**src/rtl/rstctl_domains.sv**
```systemverilog
module rstctl_domains #(
  parameter int HOLD_CYCLES = 4,
  parameter int SYNC_STAGES = 2
) (
  input  logic       clk,
  input  logic       ext_rst_n,
  input  logic       wwdg_expire,
  input  logic       iwdg_expire,
  input  logic       sw_reset_req,
  input  logic       lpm_reset_req,
  input  logic       pwr_detect,
  input  logic       standby_exit,
  input  logic       vbat_powerup,
  input  logic       reg_wr,
  input  logic       reg_addr,
  input  logic [7:0] reg_wdata,
  output logic [7:0] reg_rdata,
  output logic       sys_rst_n,
  output logic       pwr_rst_n,
  output logic       bkp_rst_n
);

  localparam int CW = $clog2(HOLD_CYCLES + 1);
  localparam logic [CW-1:0] HOLD_LD = CW'(HOLD_CYCLES);
  localparam int NFLAG = 6;
  localparam int CLR_BIT = 7;

  logic [SYNC_STAGES-1:0] pin_sync;
  logic pin_low, pwr_trig, sys_trig, bkp_trig, clr_wr;
  logic [NFLAG-1:0] flag_set, flags_q;
  logic bkp_ctl_q;
  logic [2:0] dom_trig, dom_act;
  logic unused_wdata;

  always_ff @(posedge clk)
    if (pwr_detect) pin_sync <= '1;
    else            pin_sync <= {pin_sync[SYNC_STAGES-2:0], ext_rst_n};

  assign pin_low  = ~pin_sync[SYNC_STAGES-1];
  assign pwr_trig = pwr_detect | standby_exit;
  assign sys_trig = pin_low | wwdg_expire | iwdg_expire | sw_reset_req
                  | lpm_reset_req | pwr_trig;
  assign bkp_trig = vbat_powerup | bkp_ctl_q;
  assign dom_trig = {bkp_trig, pwr_trig, sys_trig};

  for (genvar gi = 0; gi < 3; gi++) begin : g_stretch
    logic [CW-1:0] cnt_q;
    logic          act_q;
    always_ff @(posedge clk) begin
      if (dom_trig[gi]) begin
        cnt_q <= HOLD_LD;
        act_q <= 1'b1;
      end else begin
        act_q <= (cnt_q != '0);
        if (cnt_q != '0) cnt_q <= cnt_q - 1'b1;
      end
    end
    assign dom_act[gi] = act_q;
  end

  assign sys_rst_n = ~dom_act[0];
  assign pwr_rst_n = ~dom_act[1];
  assign bkp_rst_n = ~dom_act[2];

  assign flag_set = {pwr_trig, lpm_reset_req, sw_reset_req,
                     iwdg_expire, wwdg_expire, pin_low};
  assign clr_wr   = reg_wr & ~reg_addr & reg_wdata[CLR_BIT];

  always_ff @(posedge clk)
    flags_q <= ((pwr_trig | clr_wr) ? '0 : flags_q) | flag_set;

  always_ff @(posedge clk)
    if (pwr_trig)               bkp_ctl_q <= 1'b0;
    else if (reg_wr && reg_addr) bkp_ctl_q <= reg_wdata[0];

  assign reg_rdata = reg_addr ? {7'b0, bkp_ctl_q}
                              : {{(8-NFLAG){1'b0}}, flags_q};

  assign unused_wdata = ^reg_wdata[6:1];

endmodule

```
**config.mk**
```make
export PLATFORM = sky130hd
export DESIGN_NAME = rstctl_domains
export DESIGN_NICKNAME = d
export VERILOG_FILES = /design/src/rtl/rstctl_domains.sv
export SDC_FILE = /design/constraint.sdc
export NUM_CORES = 1
export LEC_CHECK = 0
export BUFFER_PORTS_ARGS = -buffer_cell sky130_fd_sc_hd__buf_2
export CAP_MARGIN = 20
export CORE_MARGIN = 1.5
export CORE_UTILIZATION = 45
export DETAILED_ROUTE_END_ITERATION = 10
export GPL_ROUTABILITY_DRIVEN = 0
export PLACE_DENSITY = 0.75
export RECOVER_POWER = 100
export REMOVE_ABC_BUFFERS = 1
export SLEW_MARGIN = 10
export SYNTH_ARGS = -nofsm -noshare
export SYNTH_HDL_FRONTEND = slang
export SYNTH_SLANG_ARGS = --single-unit
```
**constraint.sdc**
```tcl
create_clock -name clk -period 2.9 [get_ports clk]
set_input_delay 0.435 -clock clk [delete_from_list [all_inputs] [get_ports clk]]
set_output_delay 0.435 -clock clk [all_outputs]
set_load 0.005 [all_outputs]
```
Yosys cells after proc, flatten, opt, wreduce, memory -nomap -nowiden
Cells that the tools add are included.
Word-level totals
  bits in registers: 21
  bits of input ports: 19
  output and inout bits: 11
  logic and storage cells: 34
Operators by class
  add/sub/neg operators: 3
  multiplexer cells: 2
  bitwise gates (word level): 16
  reductions and logical operators: 4
Operators with widths (number)
  $mux W6: 2
  $reduce_bool A3 Y1: 3
  $sub A3 B1 Y3 const B: 3
  $or A1 B1 Y1: 8
  $or A6 B6 Y6: 1
  $not A1 Y1: 5
  $and A1 B1 Y1: 2
  $logic_and A1 B1 Y1: 1

Longest topological paths before layout
  depth after elaboration: 6
  mapped depth: 5

Worst setup path before layout
OpenSTA, ideal clock, no wires.
  path type: input port to output port
  start point: in reg_addr
  end point: out reg_rdata[0]
  arrival: 749 ps
  setup slack: 1716 ps
  cell stages on the path: 1
  path buffers: 0
  cells stage by stage: mux2_2
Between the ends
  longest elaborated chain between the ends: 1
Ends and longest elaborated chain
  from (decl): line 15  | input logic reg_addr,
  $mux W6: line 76  | assign reg_rdata = reg_addr ? {7'b0, bkp_ctl_q}
  to (decl): line 17  | output logic [7:0] reg_rdata,
No other way between the ends.

Final worst setup path
Ends and elaborated chain as after synthesis.

==> flow_results.xml <==
<?xml version="1.0" encoding="UTF-8"?>
<metrics>
  <group name="pwr">
    <metric name="totalPowerFinal" unit="W">0.000597</metric>
    <metric name="pwrdens" unit="nW/um2">577</metric>
    <metric name="power.static_leakage" unit="nW">0.493</metric>
    <metric name="irDropWorstVdd" unit="uV">388</metric>
  </group>
  <group name="synth">
    <metric name="post-synth-top-area-fraction" unit="%">45.8</metric>
    <metric name="netlist-cell-type-count" unit="">29</metric>
    <metric name="yosysTopAreaCell" unit="">sky130_fd_sc_hd__dfxtp_1</metric>
    <metric name="synth.cell_area" unit="um2">917</metric>
    <metric name="synth.ff_latch_count" unit="">21</metric>
    <metric name="synth.yosys.warnings" unit="">0</metric>
    <metric name="syn-mean-instance-area" unit="um2">10.2</metric>
    <metric name="ys_top_cells_by_area" unit="">sky130_fd_sc_hd__dfxtp_1 46%, sky130_fd_sc_hd__ha_1 8.2%, sky130_fd_sc_hd__nor2b_1 4.1%, sky130_fd_sc_hd__inv_1 3.7%, sky130_fd_sc_hd__mux2i_1 3.3%</metric>
    <metric name="seq_area_frac_synth" unit="%">45.8</metric>
    <metric name="synthCells" unit="">90</metric>
  </group>
  <group name="status">
    <metric name="status" unit="">complete, no violations</metric>
  </group>
  <group name="clocking">
    <metric name="cts_inserted_buffers" unit="">3</metric>
    <metric name="cts_max_path_buffers" unit="">2</metric>
    <metric name="total_clock_sinks" unit="">21</metric>
    <metric name="ctsHoldBuffers" unit="">0</metric>
    <metric name="cts_setup_buffers" unit="">0</metric>
    <metric name="clk_latency" unit="ns">0.29</metric>
    <metric name="cts_tree" unit="">yes</metric>
    <metric name="clockRootBuffer" unit="">sky130_fd_sc_hd__clkbuf_4</metric>
    <metric name="cts_repair_resize_count" unit="">0</metric>
    <metric name="clk_transition_reported_paths" unit="ns">0.10</metric>
    <metric name="htree_num_levels" unit="">1</metric>
  </group>
  <group name="setup_path">
    <metric name="arrival" unit="ns">1.18</metric>
    <metric name="critical_path_required" unit="ns">2.47</metric>
    <metric name="critPathCaptureType" unit="">primary output</metric>
    <metric name="r2r_start" unit="">g_stretch[1].cnt_q[0]</metric>
    <metric name="rr_worst_depth" unit="">5</metric>
    <metric name="ff2ff_setup_slack" unit="ns">1.59</metric>
    <metric name="setup.worst_path.class" unit="">primary input to primary output</metric>
    <metric name="reg2reg_to" unit="">g_stretch[1].cnt_q[1]</metric>
    <metric name="cp-start-kind" unit="">primary input</metric>
    <metric name="critPathMaxFanout" unit="">8</metric>
  </group>
  <group name="drt">
    <metric name="detail_route.wirelength" unit="um">1320</metric>
    <metric name="wl_per_cell" unit="um">9.39</metric>
    <metric name="drt-initial-drc-count" unit="">5</metric>
    <metric name="detail-route-antenna-nets" unit="">0</metric>
    <metric name="drc" unit="">0</metric>
    <metric name="first_pass_iters" unit="">3</metric>
    <metric name="vias" unit="">638</metric>
    <metric name="detail_route.vias_per_cell" unit="">4.52</metric>
  </group>
  <group name="global_routing">
    <metric name="global_route_congestion_overflow_total" unit="">0</metric>
    <metric name="grt_first_pass_wirelength" unit="um">1980</metric>
    <metric name="grt_usage" unit="%">12.2</metric>
    <metric name="first_global_vias" unit="">538</metric>
    <metric name="grt_start_max_net_pins" unit="">12</metric>
    <metric name="grt_antenna_before_repair" unit="">0</metric>
  </group>
  <group name="die">
    <metric name="coreArea" unit="um2">1940</metric>
    <metric name="initial_standard_cell_utilization_of_the_core" unit="%">47.2</metric>
    <metric name="rows" unit="">16</metric>
    <metric name="floorplan.die_area" unit="um2">2320</metric>
    <metric name="die_y" unit="um">48.1</metric>
    <metric name="num_io_pins" unit="">30</metric>
    <metric name="die_w" unit="um">48.1</metric>
  </group>
  <group name="cells_and_area">
    <metric name="finalNetCount" unit="">140</metric>
    <metric name="antenna_cells_inserted" unit="">0</metric>
    <metric name="fillerInstances" unit="">204</metric>
    <metric name="post_route_cells_drive_above_1_share" unit="%">18.4</metric>
    <metric name="final_area" unit="um2">1030</metric>
    <metric name="final_core_utilization" unit="%">53.3</metric>
    <metric name="syn2layout_area_growth" unit="%">12.8</metric>
  </group>
  <group name="placed_design">
    <metric name="port_buffers" unit="">21</metric>
    <metric name="detailed_place.area" unit="um2">1040</metric>
  </group>
  <group name="sta">
    <metric name="clock_skew" unit="ns">0.00111</metric>
    <metric name="finalMaxSlewViolations" unit="">0</metric>
    <metric name="hold_viol" unit="">0</metric>
    <metric name="rsz0062_at_grt" unit="">no</metric>
    <metric name="finalCritPeriodShare" unit="%">55.6</metric>
    <metric name="post-route-min-period" unit="ns">1.61</metric>
    <metric name="whs" unit="ns">0.314</metric>
    <metric name="setup_viol" unit="">0</metric>
    <metric name="tns" unit="ns">0</metric>
    <metric name="fmax" unit="MHz">620</metric>
  </group>
  <group name="flow_run">
    <metric name="cap_violations" unit="">0</metric>
  </group>
  <group name="hold_path">
    <metric name="worst_hold_path_stage_count" unit="">2</metric>
    <metric name="min-delay-start" unit="">ext_rst_n</metric>
    <metric name="hold_path_class" unit="">primary input to register</metric>
    <metric name="min_delay_worst_endpoint" unit="">pin_sync[0]</metric>
  </group>
</metrics>
[report_power, final]
group | switching, W | leakage, nW | internal [W] | total (W)
clock | 0.0000795 | 0.0150 | 0.0000536 | 0.000133
combinational | 0.0000636 | 0.304 | 0.0000645 | 0.000128
sequential | 0.0000160 | 0.173 | 0.000320 | 0.000336
[area by class of cell]
class / count / area [um2] / share of cell area (%)
tap: 27 / 33.8 / 3.26
clock buffer: 4 / 26.3 / 2.54
sequential: 21 / 420 / 40.6
inverter: 9 / 33.8 / 3.26
timing repair buffer: 21 / 91.3 / 8.83
multi-input combinational: 59 / 429 / 41.5
[worst max-delay path by stage]
stage	startpoint	end	cells past startpoint
after detailed placement	reg_addr	reg_rdata[0]	3
final	reg_addr	reg_rdata[0]	3
after global placement	reg_addr	reg_rdata[0]	3
after floorplan	reg_addr	reg_rdata[0]	1
after CTS	bkp_ctl_q	reg_rdata[0]	2
after global routing	reg_addr	reg_rdata[0]	3
[routing by layer]
layer / track usage [%] / routed length [um] / vias to the layer above
li1: - / - / 337
met1: 13.4 / 574 / 291
met2: 21.3 / 690 / 8
met3: 5.56 / 50 / 2
met4: 3.24 / 9 / 0
met5: 0 / 0 / -
[cells in the mapped netlist, drive strengths merged]
cell type  number
xnor2           3
nor3            4
nand2b          3
mux2i           3
a211o           1
nand2           5
nand3b          1
nand4b          1
or2             3
a211oi          1
buf             2
ha              6
dfxtp          21
nor2b           6
nor2            9
a2111oi         2
a21bo           1
conb            1
or3             2
and2            1
inv             9
mux2            1
a21o            4
[flip-flops by register name, summed over array words and instances, names as in the netlist]
signal,cells
pin_sync,2
g_stretch.cnt_q,9
g_stretch.act_q,3
bkp_ctl_q,1
flags_q,6
[layout by cell type (no fill, tap or decap), types with 3 or more instances in the layout]
| cell type | n |
|---|---|
| sky130_fd_sc_hd__a21o_1 | 4 |
| sky130_fd_sc_hd__nor2b_1 | 6 |
| sky130_fd_sc_hd__mux2i_1 | 3 |
| sky130_fd_sc_hd__inv_1 | 9 |
| sky130_fd_sc_hd__xnor2_1 | 3 |
| sky130_fd_sc_hd__ha_1 | 6 |
| sky130_fd_sc_hd__nor2_1 | 8 |
| sky130_fd_sc_hd__nor3_1 | 3 |
| sky130_fd_sc_hd__clkbuf_4 | 3 |
| sky130_fd_sc_hd__dfxtp_1 | 21 |
| sky130_fd_sc_hd__nand2_1 | 5 |
| sky130_fd_sc_hd__buf_2 | 10 |
| sky130_fd_sc_hd__clkbuf_1 | 12 |
[per-stage QoR]
stage	std cells	worst slack, ns
after global routing	141	1.22
after detailed placement	137	1.40
after CTS	141	1.37
after floorplan	89	1.72
final	141	1.29
after global placement	137	1.41
[cell families after synthesis]
kind of cell | share of synthesized area, %
adders and majority gates | 8.19
AOI/OAI and AO/OA | 9.41
and+or+nand+nor | 23.5
muxes | 4.50
other | 0.409
buffers and inverters | 5.32
DFF | 45.8
xor gates and xnor gates | 2.87
[worst max-delay path, stage by stage]
cell and delay, ns:
sky130_fd_sc_hd__clkbuf_1 0.25, sky130_fd_sc_hd__mux2_2 0.38, sky130_fd_sc_hd__clkbuf_1 0.11
No activity file was read; power rests on OpenSTA's default activity.
